### config.mk
export PLATFORM = sky130hd
export DESIGN_NAME = nand_cmd_top
export DESIGN_NICKNAME = d
export VERILOG_FILES = /design/src/rtl/nand_cmd_pkg.sv /design/src/rtl/nand_cmd_ctrl.sv /design/src/rtl/nand_cmd_dp.sv /design/src/rtl/nand_cmd_top.sv
export SDC_FILE = /design/constraint.sdc
export NUM_CORES = 1
export LEC_CHECK = 0
export CAP_MARGIN = 25
export CORE_MARGIN = 5
export CORE_UTILIZATION = 48
export DETAILED_ROUTE_END_ITERATION = 16
export PLACE_DENSITY = 0.82
export SLEW_MARGIN = 20
export SYNTH_ARGS = -nofsm -noshare
export SYNTH_HDL_FRONTEND = slang
export SYNTH_SLANG_ARGS = --single-unit
### constraint.sdc
create_clock -name clk -period 3.62 [get_ports clk]
set_clock_uncertainty 0.1 [all_clocks]
set_input_delay 0.905 -clock clk [delete_from_list [all_inputs] [get_ports clk]]
set_output_delay 0.905 -clock clk [all_outputs]
set_load 0.02 [all_outputs]
### src/rtl/nand_cmd_pkg.sv
package nand_cmd_pkg;

  localparam int COL_BYTES  = 2;
  localparam int ROW_BYTES  = 3;
  localparam int ADDR_BYTES = COL_BYTES + ROW_BYTES;
  localparam int COL_W      = 8 * COL_BYTES;
  localparam int ROW_W      = 8 * ROW_BYTES;
  localparam int ADDR_W     = COL_W + ROW_W;
  localparam int SLOT_W     = $clog2(ADDR_BYTES);

  localparam logic [7:0] CMD_RD_SETUP  = 8'h00;
  localparam logic [7:0] CMD_RD_GO     = 8'h30;
  localparam logic [7:0] CMD_RD_CB_GO  = 8'h35;
  localparam logic [7:0] CMD_PG_SETUP  = 8'h80;
  localparam logic [7:0] CMD_PG_GO     = 8'h10;
  localparam logic [7:0] CMD_PG_CACHE  = 8'h15;
  localparam logic [7:0] CMD_COL_IN    = 8'h85;
  localparam logic [7:0] CMD_COL_OUT   = 8'h05;
  localparam logic [7:0] CMD_COL_OUTGO = 8'hE0;
  localparam logic [7:0] CMD_ER_SETUP  = 8'h60;
  localparam logic [7:0] CMD_ER_GO     = 8'hD0;
  localparam logic [7:0] CMD_STATUS    = 8'h70;
  localparam logic [7:0] CMD_IDENT     = 8'h90;
  localparam logic [7:0] CMD_RESET     = 8'hFF;

  typedef enum logic [3:0] {
    OP_NONE     = 4'd0,
    OP_READ     = 4'd1,
    OP_READ_CB  = 4'd2,
    OP_PROG     = 4'd3,
    OP_CACHE    = 4'd4,
    OP_COPY     = 4'd5,
    OP_ERASE    = 4'd6,
    OP_RAND_IN  = 4'd7,
    OP_RAND_OUT = 4'd8,
    OP_RESET    = 4'd9
  } opKind_e;

  typedef enum logic [1:0] {
    OUT_NONE,
    OUT_STATUS,
    OUT_IDENT
  } outMode_e;

  typedef struct packed {
    logic              addrWe;
    logic [SLOT_W-1:0] addrSlot;
    logic              fire;
    opKind_e           fireKind;
    logic              doReset;
    logic              setStatus;
    logic              setIdent;
    logic              clrOut;
  } ctrlStrobe_t;

endpackage

### src/rtl/nand_cmd_ctrl.sv
module nand_cmd_ctrl
  import nand_cmd_pkg::*;
(
  input  logic        clk,
  input  logic        rstN,
  input  logic        weRise,
  input  logic        isCmd,
  input  logic        isAddr,
  input  logic        busy,
  input  logic [7:0]  ioByte,
  output ctrlStrobe_t stb
);

  typedef enum logic [1:0] {ST_IDLE, ST_ADDR, ST_CONF} state_e;
  typedef enum logic [2:0] {
    SQ_READ, SQ_PROG, SQ_COPY, SQ_RIN, SQ_ROUT, SQ_ERASE, SQ_IDENT
  } seq_e;

  state_e            state, stateN;
  seq_e              seq, seqN, newSeq;
  logic [SLOT_W-1:0] cnt, cntN;
  logic              goNew;

  function automatic logic [SLOT_W-1:0] needOf(seq_e s);
    case (s)
      SQ_RIN, SQ_ROUT: needOf = SLOT_W'(COL_BYTES);
      SQ_ERASE:        needOf = SLOT_W'(ROW_BYTES);
      SQ_IDENT:        needOf = SLOT_W'(1);
      default:         needOf = SLOT_W'(ADDR_BYTES);
    endcase
  endfunction

  function automatic logic [SLOT_W-1:0] startOf(seq_e s);
    startOf = (s == SQ_ERASE) ? SLOT_W'(COL_BYTES) : '0;
  endfunction

  always_comb begin
    stb    = '0;
    stateN = state;
    seqN   = seq;
    cntN   = cnt;
    goNew  = 1'b0;
    newSeq = SQ_READ;

    if (weRise && isCmd) begin
      if (ioByte == CMD_RESET) begin
        stb.doReset = 1'b1;
        stateN      = ST_IDLE;
      end else if (ioByte == CMD_STATUS) begin
        stb.setStatus = 1'b1;
      end else if (!busy) begin
        case (state)
          ST_IDLE: begin
            goNew = 1'b1;
            case (ioByte)
              CMD_RD_SETUP: newSeq = SQ_READ;
              CMD_PG_SETUP: newSeq = SQ_PROG;
              CMD_COL_IN:   newSeq = SQ_COPY;
              CMD_COL_OUT:  newSeq = SQ_ROUT;
              CMD_ER_SETUP: newSeq = SQ_ERASE;
              CMD_IDENT:    newSeq = SQ_IDENT;
              default:      goNew  = 1'b0;
            endcase
          end
          ST_ADDR: begin
            stb.clrOut = 1'b1;
            stateN     = ST_IDLE;
          end
          default: begin
            stb.clrOut = 1'b1;
            stateN     = ST_IDLE;
            case (seq)
              SQ_READ: begin
                if (ioByte == CMD_RD_GO) begin
                  stb.fire = 1'b1; stb.fireKind = OP_READ;
                end else if (ioByte == CMD_RD_CB_GO) begin
                  stb.fire = 1'b1; stb.fireKind = OP_READ_CB;
                end
              end
              SQ_PROG: begin
                if (ioByte == CMD_PG_GO) begin
                  stb.fire = 1'b1; stb.fireKind = OP_PROG;
                end else if (ioByte == CMD_PG_CACHE) begin
                  stb.fire = 1'b1; stb.fireKind = OP_CACHE;
                end else if (ioByte == CMD_COL_IN) begin
                  goNew = 1'b1; newSeq = SQ_RIN;
                end
              end
              SQ_COPY: begin
                if (ioByte == CMD_PG_GO) begin
                  stb.fire = 1'b1; stb.fireKind = OP_COPY;
                end
              end
              SQ_ROUT: begin
                if (ioByte == CMD_COL_OUTGO) begin
                  stb.fire = 1'b1; stb.fireKind = OP_RAND_OUT;
                end
              end
              SQ_ERASE: begin
                if (ioByte == CMD_ER_GO) begin
                  stb.fire = 1'b1; stb.fireKind = OP_ERASE;
                end
              end
              default: ;
            endcase
          end
        endcase
      end
    end else if (weRise && isAddr && !busy && state == ST_ADDR) begin
      stb.addrWe   = (seq != SQ_IDENT);
      stb.addrSlot = startOf(seq) + cnt;
      if (cnt == needOf(seq) - SLOT_W'(1)) begin
        case (seq)
          SQ_IDENT: begin
            stb.setIdent = 1'b1;
            stateN       = ST_IDLE;
          end
          SQ_RIN: begin
            stb.fire     = 1'b1;
            stb.fireKind = OP_RAND_IN;
            stateN       = ST_CONF;
            seqN         = SQ_PROG;
          end
          default: stateN = ST_CONF;
        endcase
      end else begin
        cntN = cnt + SLOT_W'(1);
      end
    end

    if (goNew) begin
      stb.clrOut = 1'b1;
      stateN     = ST_ADDR;
      seqN       = newSeq;
      cntN       = '0;
    end
  end

  always_ff @(posedge clk or negedge rstN) begin
    if (!rstN) begin
      state <= ST_IDLE;
      seq   <= SQ_READ;
      cnt   <= '0;
    end else begin
      state <= stateN;
      seq   <= seqN;
      cnt   <= cntN;
    end
  end

endmodule

### src/rtl/nand_cmd_dp.sv
module nand_cmd_dp
  import nand_cmd_pkg::*;
#(
  parameter int              COL_MAX    = 2111,
  parameter int              ROW_MAX    = 131071,
  parameter int              BUSY_READ  = 20,
  parameter int              BUSY_PROG  = 40,
  parameter int              BUSY_CACHE = 8,
  parameter int              BUSY_ERASE = 60,
  parameter int              BUSY_RESET = 5,
  parameter int              ID_BYTES   = 4,
  parameter logic [8*ID_BYTES-1:0] ID_CODE = 32'h9510DAA5
) (
  input  logic             clk,
  input  logic             rstN,
  input  logic             ceN,
  input  logic             weN,
  input  logic             reN,
  input  logic [7:0]       ioByte,
  input  ctrlStrobe_t      stb,
  output logic             weRise,
  output logic             busy,
  output logic [7:0]       dataOut,
  output logic             opValid,
  output opKind_e          opKind,
  output logic [COL_W-1:0] colAddr,
  output logic [ROW_W-1:0] rowAddr,
  output logic             addrErr
);

  localparam int BUSY_TOP1 = (BUSY_READ > BUSY_PROG) ? BUSY_READ : BUSY_PROG;
  localparam int BUSY_TOP2 = (BUSY_CACHE > BUSY_ERASE) ? BUSY_CACHE : BUSY_ERASE;
  localparam int BUSY_TOP3 = (BUSY_TOP1 > BUSY_TOP2) ? BUSY_TOP1 : BUSY_TOP2;
  localparam int BUSY_TOP  = (BUSY_TOP3 > BUSY_RESET) ? BUSY_TOP3 : BUSY_RESET;
  localparam int CNT_W     = $clog2(BUSY_TOP + 1);
  localparam int IDX_W     = (ID_BYTES > 2) ? $clog2(ID_BYTES) : 1;
  localparam logic [COL_W-1:0] COL_LIM = COL_W'(COL_MAX);
  localparam logic [ROW_W-1:0] ROW_LIM = ROW_W'(ROW_MAX);

  logic              wePrev, rePrev, reRise;
  logic [ADDR_W-1:0] addrReg, addrNext;
  logic [COL_W-1:0]  colNext;
  logic [ROW_W-1:0]  rowNext;
  logic [CNT_W-1:0]  busyCnt;
  logic              failFlag, rangeOk;
  outMode_e          outMode;
  logic [IDX_W-1:0]  idIdx;
  logic [7:0]        statusByte;

  function automatic logic [CNT_W-1:0] busyOf(opKind_e k);
    case (k)
      OP_READ, OP_READ_CB: busyOf = CNT_W'(BUSY_READ);
      OP_PROG, OP_COPY:    busyOf = CNT_W'(BUSY_PROG);
      OP_CACHE:            busyOf = CNT_W'(BUSY_CACHE);
      OP_ERASE:            busyOf = CNT_W'(BUSY_ERASE);
      default:             busyOf = '0;
    endcase
  endfunction

  assign weRise = weN && !wePrev && !ceN;
  assign reRise = reN && !rePrev && !ceN;
  assign busy   = (busyCnt != '0);

  always_comb begin
    addrNext = addrReg;
    for (int b = 0; b < ADDR_BYTES; b++) begin
      if (stb.addrWe && stb.addrSlot == SLOT_W'(b)) addrNext[b*8 +: 8] = ioByte;
    end
  end

  assign colNext = addrNext[COL_W-1:0];
  assign rowNext = addrNext[ADDR_W-1:COL_W];

  always_comb begin
    case (stb.fireKind)
      OP_ERASE:              rangeOk = (rowNext <= ROW_LIM);
      OP_RAND_IN, OP_RAND_OUT: rangeOk = (colNext <= COL_LIM);
      default:               rangeOk = (colNext <= COL_LIM) && (rowNext <= ROW_LIM);
    endcase
  end

  always_ff @(posedge clk or negedge rstN) begin
    if (!rstN) begin
      wePrev   <= 1'b1;
      rePrev   <= 1'b1;
      addrReg  <= '0;
      busyCnt  <= '0;
      failFlag <= 1'b0;
      opValid  <= 1'b0;
      opKind   <= OP_NONE;
    end else begin
      wePrev  <= weN;
      rePrev  <= reN;
      addrReg <= addrNext;
      opValid <= 1'b0;
      if (busy) busyCnt <= busyCnt - CNT_W'(1);
      if (stb.doReset) begin
        opValid  <= 1'b1;
        opKind   <= OP_RESET;
        busyCnt  <= CNT_W'(BUSY_RESET);
        failFlag <= 1'b0;
      end else if (stb.fire) begin
        if (rangeOk) begin
          opValid  <= 1'b1;
          opKind   <= stb.fireKind;
          busyCnt  <= busyOf(stb.fireKind);
          failFlag <= 1'b0;
        end else begin
          failFlag <= 1'b1;
        end
      end
    end
  end

  always_ff @(posedge clk or negedge rstN) begin
    if (!rstN) begin
      outMode <= OUT_NONE;
      idIdx   <= '0;
    end else if (stb.doReset || stb.clrOut) begin
      outMode <= OUT_NONE;
    end else if (stb.setStatus) begin
      outMode <= OUT_STATUS;
    end else if (stb.setIdent) begin
      outMode <= OUT_IDENT;
      idIdx   <= '0;
    end else if (reRise && outMode == OUT_IDENT) begin
      idIdx <= (idIdx == IDX_W'(ID_BYTES - 1)) ? '0 : idIdx + IDX_W'(1);
    end
  end

  assign statusByte = {1'b0, !busy, 5'b0, failFlag};

  always_comb begin
    case (outMode)
      OUT_STATUS: dataOut = statusByte;
      OUT_IDENT:  dataOut = ID_CODE[idIdx*8 +: 8];
      default:    dataOut = 8'h00;
    endcase
  end

  assign colAddr = addrReg[COL_W-1:0];
  assign rowAddr = addrReg[ADDR_W-1:COL_W];
  assign addrErr = failFlag;

endmodule

### src/rtl/nand_cmd_top.sv
module nand_cmd_top
  import nand_cmd_pkg::*;
#(
  parameter int              COL_MAX    = 2111,
  parameter int              ROW_MAX    = 131071,
  parameter int              BUSY_READ  = 20,
  parameter int              BUSY_PROG  = 40,
  parameter int              BUSY_CACHE = 8,
  parameter int              BUSY_ERASE = 60,
  parameter int              BUSY_RESET = 5,
  parameter int              ID_BYTES   = 4,
  parameter logic [8*ID_BYTES-1:0] ID_CODE = 32'h9510DAA5
) (
  input  logic        clk,
  input  logic        rstN,
  input  logic        ceN,
  input  logic        cleIn,
  input  logic        aleIn,
  input  logic        weN,
  input  logic        reN,
  input  logic [7:0]  ioIn,
  output logic [7:0]  dataOut,
  output logic        rdyBusyN,
  output logic        opValid,
  output logic [3:0]  opKind,
  output logic [15:0] colAddr,
  output logic [23:0] rowAddr,
  output logic        addrErr
);

  ctrlStrobe_t stb;
  logic        weRise, busy, isCmd, isAddr;
  opKind_e     kindE;

  assign isCmd  = cleIn && !aleIn;
  assign isAddr = aleIn && !cleIn;

  nand_cmd_ctrl uCtrl (
    .clk    (clk),
    .rstN   (rstN),
    .weRise (weRise),
    .isCmd  (isCmd),
    .isAddr (isAddr),
    .busy   (busy),
    .ioByte (ioIn),
    .stb    (stb)
  );

  nand_cmd_dp #(
    .COL_MAX    (COL_MAX),
    .ROW_MAX    (ROW_MAX),
    .BUSY_READ  (BUSY_READ),
    .BUSY_PROG  (BUSY_PROG),
    .BUSY_CACHE (BUSY_CACHE),
    .BUSY_ERASE (BUSY_ERASE),
    .BUSY_RESET (BUSY_RESET),
    .ID_BYTES   (ID_BYTES),
    .ID_CODE    (ID_CODE)
  ) uDp (
    .clk     (clk),
    .rstN    (rstN),
    .ceN     (ceN),
    .weN     (weN),
    .reN     (reN),
    .ioByte  (ioIn),
    .stb     (stb),
    .weRise  (weRise),
    .busy    (busy),
    .dataOut (dataOut),
    .opValid (opValid),
    .opKind  (kindE),
    .colAddr (colAddr),
    .rowAddr (rowAddr),
    .addrErr (addrErr)
  );

  assign opKind   = kindE;
  assign rdyBusyN = !busy;

endmodule

# After elaboration in Yosys (flattened, before gate mapping)
# Index checks and enable logic that the tools add are counted.
# Widths: inputs -> output; s select.
# op_classes
shift	1
add_sub_neg	5
order_cmp	2
n_mux	100
eq_ne	42
reduce_logical	49
bitwise_logic	2
# ops
cell	count
$mux 5	14
$mux 3	18
$eq 8x8->1 const B	6
$mux 8	5
$mux 2	18
$shiftx 32x6->8 const A	1
$mux 1	28
$pmux 5 s5	1
$le 24x17->1 const B	1
$mux 6	4
$pmux 6 s4	1
$logic_and 1x1->1	17
$eq 4x3->1 const B	4
$eq 8x5->1 const B	2
$eq 8x6->1 const B	2
$eq 8x7->1 const B	2
$le 16x12->1 const B	1
$mux 4	4
$pmux 8 s2	1
$pmux 3 s5	1
$eq 3x2->1 const B	4
$eq 3x3->1 const B	4
$reduce_bool 2->1	6
$reduce_or 2->1	5
other kinds (34)	51
# word_totals
reg_bits	66
word_cells	213
output_inout_bits	55

# Longest topological paths before layout
# Gate-level depths: netlist (run 1).
# logic_depth
word_depth	22
mapped_depth	14

# By module
# From an unflattened synthesis (run 1), not the netlist that was laid out.
# unflattened
cells_unflattened	369
hier_area_um2	3905.0
# modules_own_cells
module	n_inst	seq_area_each_um2	cells_each	area_each_um2
nand_cmd_dp	1	1453.9	228	2726.4
nand_cmd_ctrl	1	200.2	138	1159.9
nand_cmd_top	1	0.0	3	18.8

# Worst setup path before layout (run 1)
# Ideal clock, no wire load.
# synth_path
path_kind	flip-flop to flip-flop
from	register uCtrl.seq[0]
to	register uDp.busyCnt[5]
t_arrival_ns	3.232
stages_incl_launch_ff	14
path_buffers	2
slack_ns	0.157
period_less_slack_ns	3.463
setup_ns	0.132
path_cell_list	dfrtp_1 > clkbuf_1 > nor2b_1 > and2_1 > ha_1 > or4b_1 > nor4_4 > nand3_4 > mux2_4 > a211oi_2 > o21ai_2 > and2_1 > buf_6 > o2bb2ai_2
# synth_via
elab_chain_cells	16
# synth_lines
item	line	source
start: declaration	nand_cmd_ctrl.sv:20	seq_e seq, seqN, newSeq;
start signal: assignment	nand_cmd_ctrl.sv:146	seq <= seqN;
branches (longest 14 deep; another with $le 24x17->1)	-	
$mux 6 *	nand_cmd_dp.sv:102	end else if (stb.fire) begin
$mux 6 *	nand_cmd_dp.sv:97	if (stb.doReset) begin
end signal: assignment	nand_cmd_dp.sv:96	if (busy) busyCnt <= busyCnt - CNT_W'(1);
end signal: assignment	nand_cmd_dp.sv:100	busyCnt <= CNT_W'(BUSY_RESET);
end signal: assignment	nand_cmd_dp.sv:106	busyCnt <= busyOf(stb.fireKind);
end: declaration	nand_cmd_dp.sv:44	logic [CNT_W-1:0] busyCnt;
# Mark *: on every way between the ends. The select of a mux whose other input is x is not followed.
# A chain may end at the register's enable or synchronous reset.

# Final worst setup path (run 1)
# layout_path
from	register uDp.busyCnt[0]
to	output dataOut[6]
# layout_via
elab_chain_cells	3
# layout_lines
item	line	source
$reduce_bool 6->1	nand_cmd_dp.sv:62	assign busy = (busyCnt != '0);
$logic_not 1->1	nand_cmd_dp.sv:131	assign statusByte = {1'b0, !busy, 5'b0, failFlag};
$pmux 8 s2	nand_cmd_dp.sv:134	case (outMode)
end: declaration	nand_cmd_top.sv:22	output logic [7:0] dataOut,
# No other way between the ends.

==> results of run 1 <==
-- cell usage in the layout (no fill, tap or decap), types with 4 or more instances in the layout --
cell and n:
clkbuf_8 10, buf_4 32, or4_1 5, nor4_1 6
nand2b_1 5, xor2_1 4, nor2_1 26, nor3_1 13
a21oi_1 14, o21ai_0 10, nand4_1 4, inv_1 10
nand3b_1 5, clkdlybuf4s50_1 68, and2_1 4, a31o_2 4
ha_1 11, mux2i_1 4, dfrtp_1 64, nand3_1 8
nor2b_1 7, nand2_1 31, mux2_2 41, xnor2_1 6
-- metrics by stage --
stage / power (mW) / setup TNS (ns) / util [%] / hold slack [ns]
5_1_grt: 2.03 / 0 / 64.8 / 0.433
4_1_cts: 1.95 / 0 / 64.8 / 0.412
3_5_place_dp: 1.38 / -0.248 / 62.4 / 0.393
6_report: 1.94 / 0 / 64.8 / 0.414
2_1_floorplan: 1.16 / 0 / - / 0.416
3_3_place_gp: 1.35 / -0.0536 / 62.4 / 0.388
-- what timing repair did --
item	4_1_cts	5_1_grt
resized for setup	0	1
hold endpoints to repair	0	0
endpoints found under the setup margin	0	1
-- metal layers --
layer / share of wire (%) / wire length [µm]
met5: 0 / 0
met1: 42 / 4310
met4: 1.4 / 141
met3: 8.9 / 916
met2: 48 / 4970
-- logic make-up (layout without fill, tap and decap cells) --
kind of cell,Yosys count,after routing,share of synthesized area [%]
buffers and inverters,29,131,3.19
xor gates and xnor gates,11,11,2.92
DFF,66,66,43.9
AOI/OAI and AO/OA,56,56,10.2
muxes,46,46,13.7
and+or+nand+nor,141,141,22.1
adders and majority gates,12,12,3.92
-- state kept, by name, indices dropped and copies added, names as in the netlist --
signal,flops
uCtrl.cnt,3
uCtrl.seq,3
uCtrl.state,2
uDp.addrErr,1
uDp.addrReg,40
uDp.busyCnt,6
uDp.idIdx,2
uDp.opKind,4
uDp.opValid,1
uDp.outMode,2
uDp.rePrev,1
uDp.wePrev,1
-- Yosys cell counts, drive strengths merged (6+ instances only) --
cell,count
a21oi,14
clkbuf,16
dfrtp,64
ha,11
inv,10
mux2,42
nand2,31
nand3,9
nor2,27
nor2b,7
nor3,13
nor4,9
o21ai,11
xnor2,6
-- path summary, 6_finish.rpt --
kind,startpoint,endpoint,slack [ns],cells after the start
worst max-delay path,uDp.busyCnt[0],dataOut[6],0.16,7
worst max register to register,uCtrl.seq[0],uDp.opKind[1],0.19,12
max in group asynchronous,rstN,uDp.rePrev,2.18,2
worst min register to register,uDp.addrReg[19],uDp.addrReg[19],0.41,1
min in group asynchronous,rstN,uDp.addrReg[36],0.54,1
worst min-delay path,uDp.addrReg[19],uDp.addrReg[19],0.41,1
-- area by class of cell --
| type | instances | area (µm²) | share of cell area, % |
|---|---|---|---|
| clock buffer | 10 | 138 | 2.76 |
| clock inverter | 6 | 42.5 | 0.854 |
| inverter | 11 | 41.3 | 0.829 |
| multi-input combinational | 266 | 1990 | 40.0 |
| sequential | 66 | 1650 | 33.2 |
| tap | 102 | 128 | 2.56 |
| timing repair buffer | 104 | 986 | 19.8 |
-- where the power goes --
part           switching, mW  leakage, nW  internal (mW)
Combinational          0.277         1.29          0.254
Clock                  0.311       0.0882          0.267
Sequential            0.0423        0.896          0.785
-- critical path: stages, from the launching register on --
cell and delay, ns:
dfrtp_1 0.37, inv_1 0.09, ha_1 0.23, nand2b_1 0.16, or2_4 0.18, clkinv_1 0.23
a31o_2 0.32, clkdlybuf4s50_1 0.54
==> metrics, run 1 <==
Yosys top cell by area=dfrtp_1; Total GRT Usage=21.7%; Final GP Congestion=1.03; CTS tree=done; Worst-Margin Slew=0.798 ns; final worst path period need=3.46 ns; ANT cells=0; Chip Width=98.6 µm; die area=9720 µm²; pwr/cell area=389 nW/µm²; met3 Track Usage GR=6.51%; DR iter-0 viols=203; clk buf depth=2; Min-Delay Path Class=register to register; max_slew headroom=46.8%; post-synthesis cell area=3760 µm²; EDFF count, synth=0; M1 GR Usage=27.6%; syn_nets=387; Worst EP required=2.61 ns; Layout fillers=624; crit start category=register; Post-Layout Cell Count=565; DR WL/cell=18.3 µm; RSZ-0062 raised after global routing=no; number of global-route vias before repair=3273; maximum resistive drop on vdd=0.288 mV; Final WS setup=0.160 ns; busiest grt layer=met2; Core ar.=7690 µm²; Hold Violations, Final=0; # port buffers=69; Antenna Nets Post-Route=0; Ports=70; fin crit share=95.6%; CTS Sinks=66; Area growth, synth to finish=32.3%; largest net degree at the start of global routing=35; area share of the largest cell type after synthesis=42.5%; crit path capture type=output port; Final Max Slew Viols=0; Synth Register Bits=66; Remaining Overflow, GRT=0; HPWL after DPL=7.69 mm; Vias per Instance=5.74; initial cell density of the core=49.0%; DRT Wirelength=10.3 mm; DR DRC count=0; hold_buf cts=0; cell count after synthesis=361; TritonRoute pass-1 iters=5; Final Instance Area=4980 µm²; Cell variety after synth=63; share of cells above drive strength 1=24.8%; met2 GRT Util=35.1%; status=finished, final reports clean; top post-synthesis cells by area=dfrtp_1 43%, mux2_2 12%, ha_1 3.7%, nand2_1 3.1%, nor2_1 2.6%; clock latency on the worst-skew pair=0.36 ns; H-tree lvl count=3; WP data arrival=2.45 ns; sequential area share after synthesis=43.9%; Max-cap violations=0; chip height=98.6 µm; Worst-path clk slew=0.07 ns; Num CTS Buffers=9; P_leak=2.27 nW; async set-reset flop share out of synthesis=100%; Layout Nets=484; Post-DP Area=4800 µm²; Ys Warns=0; initial antenna violation count=0; placed instance count=549; DR vias=3241; Post CTS Setup Buffer Count=0; Worst Path Max Fanout=8; first-pass GRT wire length=16.8 mm; CTS Root Cell=clkbuf_8; dominant synthesized flop cell=dfrtp_1; final setup violation count=0; dpl ws=-0.0717 ns; Synth Area per Inst=10.4 µm²; maximum clock rate=289 MHz; std cell rows=32; Crit Path Category=register to output port
Note: power is estimated with default switching activity, not from simulation.
==> run 2, diff against run 1 <==
--- a/config.mk
+++ b/config.mk
@@ -5,7 +5,7 @@
 export SDC_FILE = /design/constraint.sdc
 export NUM_CORES = 1
 export LEC_CHECK = 0
-export CAP_MARGIN = 25
+export CAP_MARGIN = 30
 export CORE_MARGIN = 5
 export CORE_UTILIZATION = 48
 export DETAILED_ROUTE_END_ITERATION = 16
==> results of run 2 <==
Final layout, timing and power as in run 1 (identical DEF).
